### src/rtl/laq_pkg.sv
package laq_pkg;
  localparam int unsigned LAQ_ADDR_W = 32;
  localparam int unsigned LAQ_DEPTH  = 8;
  localparam int unsigned LAQ_DW_LSB = 3;
  typedef enum logic {OP_LD = 1'b0, OP_ST = 1'b1} laq_op_e;
endpackage

### src/rtl/laq_fifo.sv
module laq_fifo #(
  parameter int unsigned AW    = 32,
  parameter int unsigned DEPTH = 8,
  localparam int unsigned PW   = (DEPTH > 1) ? $clog2(DEPTH) : 1,
  localparam int unsigned CW   = $clog2(DEPTH + 1)
) (
  input  logic                      clk_i,
  input  logic                      rst_ni,
  input  logic                      clr_i,
  input  logic                      push_i,
  input  logic [AW-1:0]             data_i,
  input  logic                      pop_i,
  output logic                      full_o,
  output logic                      empty_o,
  output logic [AW-1:0]             head_o,
  output logic [DEPTH-1:0][AW-1:0]  ent_o,
  output logic [DEPTH-1:0]          vld_o,
  output logic [PW-1:0]             wptr_o,
  output logic [PW-1:0]             rptr_o
);
  logic [DEPTH-1:0][AW-1:0] mem_q;
  logic [DEPTH-1:0]         vld_q;
  logic [PW-1:0]            wptr_q, rptr_q;
  logic [CW-1:0]            cnt_q;

  function automatic logic [PW-1:0] inc(input logic [PW-1:0] p);
    return (p == PW'(DEPTH - 1)) ? '0 : p + PW'(1);
  endfunction

  always_ff @(posedge clk_i or negedge rst_ni) begin
    if (!rst_ni) begin
      wptr_q <= '0;
      rptr_q <= '0;
      cnt_q  <= '0;
      vld_q  <= '0;
    end else if (clr_i) begin
      wptr_q <= '0;
      rptr_q <= '0;
      cnt_q  <= '0;
      vld_q  <= '0;
    end else begin
      if (push_i) wptr_q <= inc(wptr_q);
      if (pop_i)  rptr_q <= inc(rptr_q);
      if (push_i && !pop_i)      cnt_q <= cnt_q + CW'(1);
      else if (pop_i && !push_i) cnt_q <= cnt_q - CW'(1);
      for (int i = 0; i < DEPTH; i++) begin
        if (push_i && wptr_q == PW'(i))     vld_q[i] <= 1'b1;
        else if (pop_i && rptr_q == PW'(i)) vld_q[i] <= 1'b0;
      end
    end
  end

  always_ff @(posedge clk_i or negedge rst_ni) begin
    if (!rst_ni) mem_q <= '0;
    else if (push_i) mem_q[wptr_q] <= data_i;
  end

  assign full_o  = (cnt_q == CW'(DEPTH));
  assign empty_o = (cnt_q == '0);
  assign head_o  = mem_q[rptr_q];
  assign ent_o   = mem_q;
  assign vld_o   = vld_q;
  assign wptr_o  = wptr_q;
  assign rptr_o  = rptr_q;
endmodule

### src/rtl/laq_dep_track.sv
module laq_dep_track #(
  parameter int unsigned AW     = 32,
  parameter int unsigned DEPTH  = 8,
  parameter int unsigned DW_LSB = 3,
  localparam int unsigned PW    = (DEPTH > 1) ? $clog2(DEPTH) : 1
) (
  input  logic                      clk_i,
  input  logic                      rst_ni,
  input  logic                      clr_i,
  input  logic                      ld_push_i,
  input  logic [PW-1:0]             ld_wptr_i,
  input  logic [PW-1:0]             ld_rptr_i,
  input  logic [AW-1:0]             ld_addr_i,
  input  logic [DEPTH-1:0][AW-1:0]  st_ent_i,
  input  logic [DEPTH-1:0]          st_vld_i,
  input  logic                      st_push_i,
  input  logic [PW-1:0]             st_wptr_i,
  input  logic [AW-1:0]             st_addr_i,
  input  logic                      st_pop_i,
  input  logic [PW-1:0]             st_rptr_i,
  output logic                      block_o
);
  // row = load slot, column = store slot it must wait for
  logic [DEPTH-1:0][DEPTH-1:0] dep_q;
  logic [DEPTH-1:0]            hit;

  for (genvar j = 0; j < DEPTH; j++) begin : g_hit
    assign hit[j] =
      (st_vld_i[j] && st_ent_i[j][AW-1:DW_LSB] == ld_addr_i[AW-1:DW_LSB]) ||
      (st_push_i && st_wptr_i == PW'(j) &&
       st_addr_i[AW-1:DW_LSB] == ld_addr_i[AW-1:DW_LSB]);
  end

  always_ff @(posedge clk_i or negedge rst_ni) begin
    if (!rst_ni) dep_q <= '0;
    else if (clr_i) dep_q <= '0;
    else begin
      for (int i = 0; i < DEPTH; i++) begin
        for (int j = 0; j < DEPTH; j++) begin
          if (ld_push_i && ld_wptr_i == PW'(i))
            dep_q[i][j] <= hit[j] && !(st_pop_i && st_rptr_i == PW'(j));
          else if (st_pop_i && st_rptr_i == PW'(j))
            dep_q[i][j] <= 1'b0;
        end
      end
    end
  end

  assign block_o = |dep_q[ld_rptr_i];
endmodule

### src/rtl/laq_port_arb.sv
module laq_port_arb (
  input  logic ld_rdy_i,
  input  logic st_rdy_i,
  input  logic flush_i,
  input  logic gnt_i,
  output logic req_o,
  output logic we_o,
  output logic ld_pop_o,
  output logic st_pop_o
);
  import laq_pkg::*;
  laq_op_e sel;

  always_comb begin
    sel   = ld_rdy_i ? OP_LD : OP_ST;
    req_o = !flush_i && (ld_rdy_i || st_rdy_i);
    we_o  = (sel == OP_ST);
  end

  assign ld_pop_o = req_o && gnt_i && (sel == OP_LD);
  assign st_pop_o = req_o && gnt_i && (sel == OP_ST);
endmodule

### src/rtl/ldst_addr_queue.sv
module ldst_addr_queue #(
  parameter int unsigned AW     = laq_pkg::LAQ_ADDR_W,
  parameter int unsigned DEPTH  = laq_pkg::LAQ_DEPTH,
  parameter int unsigned DW_LSB = laq_pkg::LAQ_DW_LSB
) (
  input  logic          clk_i,
  input  logic          rst_ni,
  input  logic          flush_i,
  input  logic          ld_valid_i,
  input  logic [AW-1:0] ld_addr_i,
  output logic          ld_full_o,
  input  logic          st_valid_i,
  input  logic [AW-1:0] st_addr_i,
  output logic          st_full_o,
  input  logic          sd_avail_i,
  output logic          sd_pop_o,
  output logic          mem_req_o,
  output logic          mem_we_o,
  output logic [AW-1:0] mem_addr_o,
  input  logic          mem_gnt_i
);
  localparam int unsigned PW = (DEPTH > 1) ? $clog2(DEPTH) : 1;

  logic ld_full, ld_empty, st_full, st_empty;
  logic ld_push, st_push, ld_pop, st_pop, ld_block;
  logic [AW-1:0] ld_head, st_head;
  logic [DEPTH-1:0][AW-1:0] ld_ent, st_ent;
  logic [DEPTH-1:0] ld_vld, st_vld;
  logic [PW-1:0] ld_wptr, ld_rptr, st_wptr, st_rptr;

  assign ld_push = ld_valid_i && !ld_full && !flush_i;
  assign st_push = st_valid_i && !st_full && !flush_i;

  laq_fifo #(.AW(AW), .DEPTH(DEPTH)) u_ldq (
    .clk_i, .rst_ni, .clr_i(flush_i), .push_i(ld_push), .data_i(ld_addr_i),
    .pop_i(ld_pop), .full_o(ld_full), .empty_o(ld_empty), .head_o(ld_head),
    .ent_o(ld_ent), .vld_o(ld_vld), .wptr_o(ld_wptr), .rptr_o(ld_rptr)
  );

  laq_fifo #(.AW(AW), .DEPTH(DEPTH)) u_stq (
    .clk_i, .rst_ni, .clr_i(flush_i), .push_i(st_push), .data_i(st_addr_i),
    .pop_i(st_pop), .full_o(st_full), .empty_o(st_empty), .head_o(st_head),
    .ent_o(st_ent), .vld_o(st_vld), .wptr_o(st_wptr), .rptr_o(st_rptr)
  );

  laq_dep_track #(.AW(AW), .DEPTH(DEPTH), .DW_LSB(DW_LSB)) u_dep (
    .clk_i, .rst_ni, .clr_i(flush_i),
    .ld_push_i(ld_push), .ld_wptr_i(ld_wptr), .ld_rptr_i(ld_rptr),
    .ld_addr_i(ld_addr_i), .st_ent_i(st_ent), .st_vld_i(st_vld),
    .st_push_i(st_push), .st_wptr_i(st_wptr), .st_addr_i(st_addr_i),
    .st_pop_i(st_pop), .st_rptr_i(st_rptr), .block_o(ld_block)
  );

  laq_port_arb u_arb (
    .ld_rdy_i(!ld_empty && !ld_block),
    .st_rdy_i(!st_empty && sd_avail_i),
    .flush_i, .gnt_i(mem_gnt_i),
    .req_o(mem_req_o), .we_o(mem_we_o),
    .ld_pop_o(ld_pop), .st_pop_o(st_pop)
  );

  assign mem_addr_o = mem_we_o ? st_head : ld_head;
  assign sd_pop_o   = st_pop;
  assign ld_full_o  = ld_full;
  assign st_full_o  = st_full;

  logic unused_ok;
  assign unused_ok = ^{ld_ent, ld_vld};
endmodule

### config.mk
export PLATFORM = sky130hd
export DESIGN_NAME = ldst_addr_queue
export DESIGN_NICKNAME = d
export VERILOG_FILES = /design/src/rtl/laq_pkg.sv /design/src/rtl/laq_fifo.sv /design/src/rtl/laq_dep_track.sv /design/src/rtl/laq_port_arb.sv /design/src/rtl/ldst_addr_queue.sv
export SDC_FILE = /design/constraint.sdc
export NUM_CORES = 1
export LEC_CHECK = 0
export BUFFER_PORTS_ARGS = -buffer_cell sky130_fd_sc_hd__buf_4
export CORE_MARGIN = 2
export CORE_UTILIZATION = 30
export CTS_CLUSTER_SIZE = 8
export DETAILED_ROUTE_END_ITERATION = 7
export SLEW_MARGIN = 40
export SYNTH_ARGS = -nofsm -noshare
export SYNTH_HDL_FRONTEND = slang
export SYNTH_HIERARCHICAL = 1
export SYNTH_SLANG_ARGS = --single-unit
### constraint.sdc
create_clock -name clk_i -period 4.2 [get_ports clk_i]
set_input_delay 0.84 -clock clk_i [delete_from_list [all_inputs] [get_ports clk_i]]
set_output_delay 0.84 -clock clk_i [all_outputs]
set_load 0.05 [all_outputs]
==> results.json <==
{
  "status": "completed",
  "slew_headroom_pct": 45.68,
  "critPathKind": "reg2out",
  "critical_path_depth": 8,
  "setup_viol": 0,
  "drv_cap": 0,
  "reg2reg_from": "u_dep/dep_q[36]",
  "fillerInstances": 10037,
  "setup_tns_ns": 0,
  "cp_max_fo": 33,
  "vias_per_cell": 5.197,
  "hpwlAfterDp_um": 64030,
  "ios": 108,
  "cpMaxStageDelayCell": "or4_1",
  "initial_core_util_pct": 30.26,
  "grt_pass1_wl_um": 142300,
  "core-area_mm2": 0.1019,
  "postSynthCellCount": 2340,
  "multi_input_area_mm2": 0.01495,
  "worst_slew_pin_slew_ns": 0.8035,
  "cp_top_family": "simple AND/OR/NAND/NOR gates",
  "final_antenna_net_count": 0,
  "grt_start_max_net_pins": 99,
  "path_cells": "or4_1 > o311a_1 > o31a_1 > nor2_4 > inv_2 > buf_6 > mux2_4 > buf_4",
  "path_clk_slew_ns": 0.05,
  "cts.hold.buffers_added": 0,
  "crit_buf_inv": 3,
  "yosysWarnings": 6,
  "via_count": 19905,
  "rr_endpoint": "u_stq/cnt_q[3]",
  "rsz0062_at_grt": "false",
  "finalWirelength_um": 95350,
  "endpoint_kind": "output port",
  "layout_setup_ws_ns": 0.1275,
  "clk_path_buf_depth": 3,
  "critPathCapture": "mem_addr_o[7]",
  "required_ns": 3.36,
  "row_count": 117,
  "leakage_uw": 0.01518,
  "area_growth_pct": 15.51,
  "syn-num-nets": 2437,
  "wl_per_cell_um": 24.90,
  "cts_made_buffers": 85,
  "power.density_mw_per_mm2": 548.7,
  "cp.arrival_ns": 3.23,
  "drt-initial-drc-count": 1563,
  "antenna_found_initial": 8,
  "max_stage_delay_ns": 0.52,
  "first_global_vias": 20396,
  "die_x_um": 324.6,
  "fp.dieH_um": 324.6,
  "hold_viol": 0,
  "drv_slew": 0,
  "synth.avg_cell_area_um2": 13.18,
  "io_buffers": 107,
  "drive_gt1_share_pct": 38.93,
  "pre_cts_slack_ns": 0.4746,
  "period_share_pct": 96.96,
  "ir_drop_mv": 0.5038,
  "post-route-min-period_ns": 4.073,
  "crit_start": "u_dep/dep_q[36]",
  "cts_sinks": 604,
  "synth_area_mm2": 0.03083,
  "fin_nets": 2547,
  "die_area_mm2": 0.1054,
  "hp-class": "in2async",
  "grt_usage_pct": 17.95,
  "worstSetupStartpointType": "flop",
  "root_buffer": "clkbuf_16",
  "ctsHtreeMaxLevel": 3,
  "r2r_cells": 11,
  "drtPass1Iterations": 5,
  "gp_congestion": 0.9475,
  "max_clock_freq_mhz": 245.5,
  "cts_tree": "built",
  "drc": 0,
  "grt_overflow": 0,
  "fin_skew_ns": 0.02469,
  "rrSetupSlack_ns": 0.61,
  "clock_latency_ns": 0.64,
  "p_total_uw": 19540,
  "regArea_mm2": 0.01513
}
per-stage QoR:
stage	std cells	hold slack (ns)	utilization (%)	cell area [um2]
final	3830	0.07244	34.95	35610
after global routing	3829	0.07255	34.95	35610
after CTS	3828	0.2728	34.90	35560
after floorplan	2340	0.4524	-	30830
after global placement	3729	0.4641	32.65	33270
after detailed placement	3730	0.4714	32.68	33300
timing repair:
item                                    CTS  global route
gates resized for setup                   2             2
endpoints found under the setup margin   32            32
setup buffers                             0             0
sequential cells by signal (all words and copies together), names as in the netlist:
signal,cells
u_stq/cnt_q,4
u_stq/wptr_o,3
u_stq/ent_o,256
u_ldq/rptr_o,3
u_stq/vld_o,8
u_ldq/cnt_q,4
u_dep/dep_q,64
u_ldq/ent_o,256
u_ldq/wptr_o,3
u_stq/rptr_o,3
cell type report:
type                            count  share of cell area (%)
Inverter                           23                  0.2424
Tap cell                         1368                   4.806
Timing Repair Buffer              169                   4.142
Clock inverter                      8                  0.2986
Clock buffer                       90                   6.025
Multi-Input combinational cell   1567                   41.99
Sequential cell                   604                   42.49
Antenna cell                        1                0.007026
where the power goes:
part	switching [uW]	internal [uW]
combinational	2950	2720
clock	2520	3590
sequential	819	6940
total	6290	13300
worst min-delay path by stage:
| stage | startpoint | slack [ns] | to |
|---|---|---|---|
| floorplan | u_ldq/ent_o[82] | 0.45 | u_ldq/ent_o[82] |
| global placement | u_ldq/ent_o[82] | 0.46 | u_ldq/ent_o[82] |
| detailed placement | u_ldq/ent_o[82] | 0.47 | u_ldq/ent_o[82] |
| CTS | rst_ni | 0.27 | u_stq/ent_o[161] |
| global route | rst_ni | 0.07 | u_stq/ent_o[1] |
| finish | rst_ni | 0.07 | u_stq/ent_o[1] |
metal layers:
metal | up-vias | wire length (um) | track usage [%]
li1 | 8647 | - | -
met1 | 10542 | 42360 | 24.62
met2 | 535 | 44010 | 28.22
met3 | 173 | 5286 | 3.352
met4 | 8 | 3633 | 6.683
met5 | - | 58 | 0
cell usage in the layout (no fill, tap or decap), types with 19 or more instances in the layout:
cell type / n
nor2_1: 38
buf_4: 152
mux4_2: 128
a21oi_1: 78
dfrtp_1: 598
ha_1: 24
inv_1: 19
clkbuf_16: 85
xnor2_1: 264
mux2_4: 30
mux2_2: 506
o21ai_0: 65
nor4_1: 36
nand4_1: 69
nand2_1: 216
Note: power is estimated with default switching activity, not from simulation.
